<file path="config.mk">
export PLATFORM = sky130hd
export DESIGN_NAME = upd_irq_gen
export DESIGN_NICKNAME = d
export VERILOG_FILES = /design/src/rtl/upd_irq_pkg.sv /design/src/rtl/upd_event_sel.sv /design/src/rtl/upd_flag.sv /design/src/rtl/upd_pulse_timer.sv /design/src/rtl/upd_irq_gen.sv
export SDC_FILE = /design/constraint.sdc
export NUM_CORES = 1
export LEC_CHECK = 0
export BUFFER_PORTS_ARGS = -buffer_cell sky130_fd_sc_hd__buf_4
export CAP_MARGIN = 40
export CORE_MARGIN = 2
export CORE_UTILIZATION = 25
export CTS_CLUSTER_DIAMETER = 150
export CTS_CLUSTER_SIZE = 14
export DETAILED_ROUTE_END_ITERATION = 10
export PLACE_DENSITY = 0.51
export SLEW_MARGIN = 5
export SYNTH_ARGS = -nofsm -noshare
export SYNTH_HDL_FRONTEND = slang
export SYNTH_SLANG_ARGS = --single-unit
</file>
<file path="constraint.sdc">
create_clock -name clk -period 2.2 [get_ports clk]
set_input_delay 0.55 -clock clk [delete_from_list [all_inputs] [get_ports clk]]
set_output_delay 0.55 -clock clk [all_outputs]
set_load 0.02 [all_outputs]
</file>
<file path="src/rtl/upd_irq_pkg.sv">
package upd_irq_pkg;

  typedef enum logic {
    SRC_SECOND = 1'b0,
    SRC_MINUTE = 1'b1
  } upd_src_e;

  // Chooses the tick strobe that stands for an event under the given source.
  function automatic logic pick_tick(input upd_src_e src, input logic s_tick,
                                     input logic m_tick);
    return (src == SRC_MINUTE) ? m_tick : s_tick;
  endfunction

  // Events are blocked whenever either the stop or the software-reset bit is set.
  function automatic logic events_allowed(input logic stop_bit, input logic rst_bit);
    return !(stop_bit || rst_bit);
  endfunction

endpackage

</file>
<file path="src/rtl/upd_event_sel.sv">
module upd_event_sel
  import upd_irq_pkg::*;
(
  input  logic clk,
  input  logic rst_n,
  input  logic sec_tick,
  input  logic min_tick,
  input  logic src_minute,
  input  logic halt,
  input  logic soft_rst,
  output logic evt
);

  upd_src_e src;
  logic     raw_tick;

  assign src      = upd_src_e'(src_minute);
  assign raw_tick = pick_tick(src, sec_tick, min_tick);
  assign evt      = raw_tick && events_allowed(halt, soft_rst);

  // no event escapes while stopped or held in software reset
  a_r9_no_evt_when_halted: assert property (@(posedge clk) disable iff (!rst_n)
    (halt || soft_rst) |-> !evt);

  // an event always coincides with a strobe from the selected source
  a_r1_evt_from_source: assert property (@(posedge clk) disable iff (!rst_n)
    evt |-> (src_minute ? min_tick : sec_tick));

endmodule

</file>
<file path="src/rtl/upd_flag.sv">
module upd_flag (
  input  logic clk,
  input  logic rst_n,
  input  logic evt,
  input  logic flag_wr,
  input  logic flag_wdata,
  output logic flag_q
);

  logic clr_req;

  assign clr_req = flag_wr && !flag_wdata;

  always_ff @(posedge clk or negedge rst_n) begin
    if (!rst_n)       flag_q <= 1'b0;
    else if (evt)     flag_q <= 1'b1;
    else if (clr_req) flag_q <= 1'b0;
  end

  // an event leaves the flag set, even alongside a clearing write
  a_r4_set_wins: assert property (@(posedge clk) disable iff (!rst_n)
    evt |=> flag_q);

  // without a clearing write the flag is sticky
  a_r2_flag_sticky: assert property (@(posedge clk) disable iff (!rst_n)
    (flag_q && !clr_req) |=> flag_q);

  // a clear write with no event empties the flag
  a_r3_clear: assert property (@(posedge clk) disable iff (!rst_n)
    (clr_req && !evt) |=> !flag_q);

endmodule

</file>
<file path="src/rtl/upd_pulse_timer.sv">
module upd_pulse_timer #(
  parameter int PULSE_TICKS = 256
) (
  input  logic clk,
  input  logic rst_n,
  input  logic evt,
  input  logic irq_en,
  input  logic ref_tick,
  output logic irq_pull
);

  localparam int CNT_W = $clog2(PULSE_TICKS + 1);
  localparam logic [CNT_W-1:0] LOAD_VAL = CNT_W'(PULSE_TICKS);

  logic [CNT_W-1:0] cnt;
  logic             start;

  // Next count: load on an enabled event, drop on disable, step on reference ticks.
  function automatic logic [CNT_W-1:0] next_cnt(input logic [CNT_W-1:0] cur,
                                                input logic ld, input logic en,
                                                input logic tk);
    if (ld)               return LOAD_VAL;
    if (!en)              return '0;
    if (tk && cur != '0)  return cur - 1'b1;
    return cur;
  endfunction

  assign start = evt && irq_en;

  always_ff @(posedge clk or negedge rst_n) begin
    if (!rst_n) cnt <= '0;
    else        cnt <= next_cnt(cnt, start, irq_en, ref_tick);
  end

  assign irq_pull = (cnt != '0);

  // an enabled event reloads the full count
  a_r10_reload: assert property (@(posedge clk) disable iff (!rst_n)
    start |=> (cnt == LOAD_VAL));

  // disabling ends the request on the next edge
  a_r8_disable_release: assert property (@(posedge clk) disable iff (!rst_n)
    !irq_en |=> !irq_pull);

  // the request cannot start without an enabled event
  a_r5_no_spurious_start: assert property (@(posedge clk) disable iff (!rst_n)
    (!irq_pull && !start) |=> !irq_pull);

  // without a reload the count never grows
  a_r6_monotonic: assert property (@(posedge clk) disable iff (!rst_n)
    !start |=> (cnt <= $past(cnt)));

endmodule

</file>
<file path="src/rtl/upd_irq_gen.sv">
module upd_irq_gen #(
  parameter int PULSE_TICKS = 256
) (
  input  logic clk,
  input  logic rst_n,
  input  logic sec_tick,
  input  logic min_tick,
  input  logic ref_tick,
  input  logic src_minute,
  input  logic irq_en,
  input  logic halt,
  input  logic soft_rst,
  input  logic flag_wr,
  input  logic flag_wdata,
  output logic flag_q,
  output logic irq_pull
);

  logic upd_evt;

  upd_event_sel u_sel (
    .clk        (clk),
    .rst_n      (rst_n),
    .sec_tick   (sec_tick),
    .min_tick   (min_tick),
    .src_minute (src_minute),
    .halt       (halt),
    .soft_rst   (soft_rst),
    .evt        (upd_evt)
  );

  upd_flag u_flag (
    .clk        (clk),
    .rst_n      (rst_n),
    .evt        (upd_evt),
    .flag_wr    (flag_wr),
    .flag_wdata (flag_wdata),
    .flag_q     (flag_q)
  );

  upd_pulse_timer #(.PULSE_TICKS(PULSE_TICKS)) u_timer (
    .clk      (clk),
    .rst_n    (rst_n),
    .evt      (upd_evt),
    .irq_en   (irq_en),
    .ref_tick (ref_tick),
    .irq_pull (irq_pull)
  );

  // a clearing flag write alone never ends a running request
  a_r7_clear_keeps_irq: assert property (@(posedge clk) disable iff (!rst_n)
    (irq_pull && irq_en && flag_wr && !flag_wdata && !ref_tick) |=> irq_pull);

endmodule

</file>
Yosys cells after proc, flatten, opt, wreduce, memory -nomap -nowiden. Index checks and enable logic that the tools add are counted.

Output and inout port bits: 2. Logic and storage cells: 28. Bits in registers: 10. Input port bits: 11.

Add/sub/neg operators: 1. Reduce and logical (&&, ||, !) cells: 10. Mux-type cells: 15.

Operators with widths (number): 9-bit two-way mux (6); 1-bit two-way mux (9); 9-bit nonzero test (1); 9-bit by 1-bit subtractor with 9-bit output (second input constant) (1); 1-bit logical AND (4); 3-bit nonzero test (1); 1-bit zero test (2); 2-bit nonzero test (1); 1-bit logical OR (1).

Longest topological paths before layout.
Depth after elaboration: 11. Depth in mapped cells: 5. Depth with buffers taken out: 5.

By module. From an unflattened synthesis, not the netlist that was laid out.

Cell total of the unflattened synthesis: 61. Area, all modules: 613.1 um^2.

By module, submodules not included: upd_pulse_timer (area an instance 554.3 um^2, seq. area each 225.2 um^2, cells each 56, times used 1); upd_flag (area an instance 38.8 um^2, seq. area each 25.0 um^2, cells each 3, times used 1); upd_event_sel (area an instance 20.0 um^2, seq. area each 0.0 um^2, cells each 2, times used 1).

Worst setup path after synthesis. OpenSTA, ideal clock, no wires.

Path type: register -> output. Start point: reg u_timer.cnt[0]. End point: out irq_pull. Buffers on the path: 0. Cell stages (with the launch flop): 5. Required time: 1.650 ns. Path slack: 0.191 ns. Arrival: 1.459 ns. Cells stage by stage: dfrtp_1 > inv_1 > ha_1 > or4b_1 > or2_1.

Word-level cells in the longest chain between the ends: 1.

RTL lines: from (decl) (RTL line upd_pulse_timer.sv:15) `logic [CNT_W-1:0] cnt;`; from (signal assigned) (RTL line upd_pulse_timer.sv:32) `else cnt <= next_cnt(cnt, start, irq_en, ref_tick);`; 9-bit nonzero test (RTL line upd_pulse_timer.sv:35) `assign irq_pull = (cnt != '0);`; to (decl) (RTL line upd_irq_gen.sv:16) `output logic irq_pull`.

No other way between the ends.

Final worst setup path.
Start point: reg u_timer.cnt[1]. End point: out irq_pull.

Same word-level chain as after synthesis.

==> key figures <==
Worst setup path
  – CP endpoint: irq_pull
  – R2R depth: 6
  – Critical path capture point type: output pin
  – Worst EP required: 1.65 ns
  – CP Launch Point: u_timer.cnt[1]$_DFFE_PN0P_
  – Worst reg2reg endpoint: u_timer.cnt[1]$_DFFE_PN0P_
  – WS Path Type: register to output pin
  – Flop-to-flop setup slack: 0.40 ns
  – CP Data Arrival Time: 1.71 ns
  – CP max FO: 2
  – Critical path launch point type: register
  – Reg2Reg Launch Point: u_timer.cnt[1]$_DFFE_PN0P_

Min path
  – Worst Hold Class: input port to asynchronous set/reset pin

Route
  – Avg WL per Cell: 13.7 um
  – Routed vias: 600
  – Violation count after the first detailed-route iteration: 10
  – Via density: 5.22
  – DRT Pass-1 Iters: 5
  – Routed Wire Length: 1.58 mm
  – Post-route ant nets: 0
  – Residual DRC: 0

STA
  – Hold Vio Cnt, Final: 0
  – Fin crit period: 2.26 ns
  – Worst-Margin Slew: 0.335 ns
  – Setup Viol. Count Final: 1
  – Final WS setup: -0.0615 ns
  – Final Hold Slack: 0.0892 ns
  – Final period utilization: 1.03
  – Fmax: 442 MHz
  – Setup_tns: -0.0615 ns
  – RSZ-0062 raised after global routing: true
  – Max-slew violation count: 0
  – Worst Skew: 0.00255 ns
  – Slew margin rel.: 0.774

Die
  – I/O pin count: 13
  – FP Rows: 17
  – Die area: 2770 sq um
  – Initial Util: 0.264
  – DIE WIDTH: 52.6 um
  – DIE HEIGHT: 52.6 um
  – Core Footprint: 2230 sq um

Logic synthesis
  – Top cell type's share of synthesized area: 0.424
  – Most frequent cells after synthesis: dfrtp_1, a21oi_1, o21ai_0, nand2_1
  – Distinct cell type count after synthesis: 30
  – Post-Synthesis Cells: 61
  – Seq/Total Area, Yosys: 0.424
  – Synth area leaders: dfrtp_1, a21oi_1, o21ai_0
  – Yosys top cell by area: dfrtp_1
  – Synth Flop Type: dfrtp_1
  – Most frequent cell after synthesis: dfrtp_1
  – Async SR Flop Fraction: 1.00
  – Warnings, synthesis: 0
  – Mapped Nets: 73
  – EDFF count, synth: 0
  – Synth Register Bits: 10
  – Mapped Area: 591 sq um
  – Mean Syn Cell Area: 9.68 sq um

Clocking
  – Clk Latency, worst-skew pair: 0.27 ns
  – Clock sinks: 10
  – Hold_buf cts: 0
  – CTS Buf Count: 3
  – CTS tree: built
  – Clock transition at path regs: 0.07 ns
  – H-tree levels: 1
  – Clock buffer depth: 2
  – Root buf cell: clkbuf_4

Power
  – Worst VDD drop: 0.425 mV
  – PwrDens: 1390 nW/um^2
  – Lkg Pwr: 0.379 nW

GRT
  – Total grt overflow: 0
  – Initial antenna violation count: 0
  – Largest net degree at the start of global routing: 11
  – Number of global-route vias before repair: 595
  – Total track usage: 0.129
  – First-pass GRT wire length: 2.53 mm

Status
  – Failing checks: negative setup slack
  – Status: finished with violations

Run
  – Max-cap viol count: 0

Final layout
  – Layout cells sized above 1: 0.402
  – Syn-to-layout area delta: 43.9%
  – Fin nets: 100
  – Ant diodes: 0

Placement
  – Worst slack, placed: 0.163 ns
  – GPL Wtd Cong: 0.834
  – PortBufs: 12
  – Detailed placement HPWL: 1.19 mm
-- kinds of logic (layout without fill, tap and decap cells) --
group	count (synthesis)	count (layout)	synth area share
compound gates	21	21	0.235
simple gates	24	24	0.267
flops	10	10	0.424
fa+ha+maj	1	1	0.0212
buf+inv	3	29	0.0191
mux	2	2	0.0339
-- registers in the layout, indices dropped and copies added, names as in the netlist --
name / cells
u_timer.cnt: 9
u_flag.flag_q: 1
-- layer usage --
metal	vias up	share of wire	track usage
met2	13	0.50	0.213
li1	291	-	-
met3	6	0.039	0.0514
met4	0	0.029	0.0641
met5	-	0	0
met1	290	0.43	0.142
-- worst max-delay path, cell delays in order, from the launching register on --
cell,delay (ns)
dfrtp_1,0.39
inv_2,0.08
ha_4,0.13
or4b_4,0.45
or2_4,0.25
buf_6,0.13
-- stage by stage --
| step | instances | util | area (sq um) | power (mW) |
|---|---|---|---|---|
| detailed placement | 107 | 0.341 | 761 | 0.852 |
| floorplan | 61 | - | 591 | 0.641 |
| global placement | 107 | 0.341 | 761 | 0.844 |
| CTS | 115 | 0.380 | 850 | 1.18 |
| global route | 115 | 0.380 | 850 | 1.26 |
| finish | 115 | 0.380 | 850 | 1.18 |
-- timing repair --
item,in CTS,in global routing
setup buffers,4,0
setup endpoints to repair,1,1
pin swaps,2,0
resized for setup,7,0
-- how the worst min path moves through the flow --
stage | from | depth (start not counted) | end | slack (ns)
floorplan | rst_n | 0 | u_flag.flag_q$_DFFE_PN0P_ | 0.25
global route | rst_n | 1 | u_timer.cnt[5]$_DFFE_PN0P_ | 0.09
finish | rst_n | 1 | u_timer.cnt[2]$_DFFE_PN0P_ | 0.09
global placement | rst_n | 1 | u_timer.cnt[2]$_DFFE_PN0P_ | 0.39
detailed placement | rst_n | 1 | u_timer.cnt[2]$_DFFE_PN0P_ | 0.39
CTS | rst_n | 1 | u_timer.cnt[2]$_DFFE_PN0P_ | 0.09
-- where the power goes --
group          internal, mW  total (mW)  switching, mW  leakage, nW
Combinational         0.403       0.720          0.317        0.222
Clock                 0.101       0.173         0.0719       0.0210
Sequential            0.236       0.289         0.0529        0.135
Total                 0.739        1.18          0.442        0.379
-- final cells by class --
type                       count  area, sq um
sequential                    10          250
inverter                       3         11.3
timing repair buffer          22          169
multi-input combinational     48          348
clock buffer                   4         36.3
tap                           28         35.0
fill                         228         1380
-- layout by cell type (no fill, tap or decap), drive strengths merged, types with 2 or more instances in the layout --
cell    instances
o21ai           5
a21oi           6
nand2           4
o311ai          2
clkbuf          4
or2             2
buf            22
o41ai           2
or4             3
mux2i           2
nor2            3
dfrtp          10
inv             3
or4b            2
nor3            2
No activity file was read; power rests on OpenSTA's default activity.
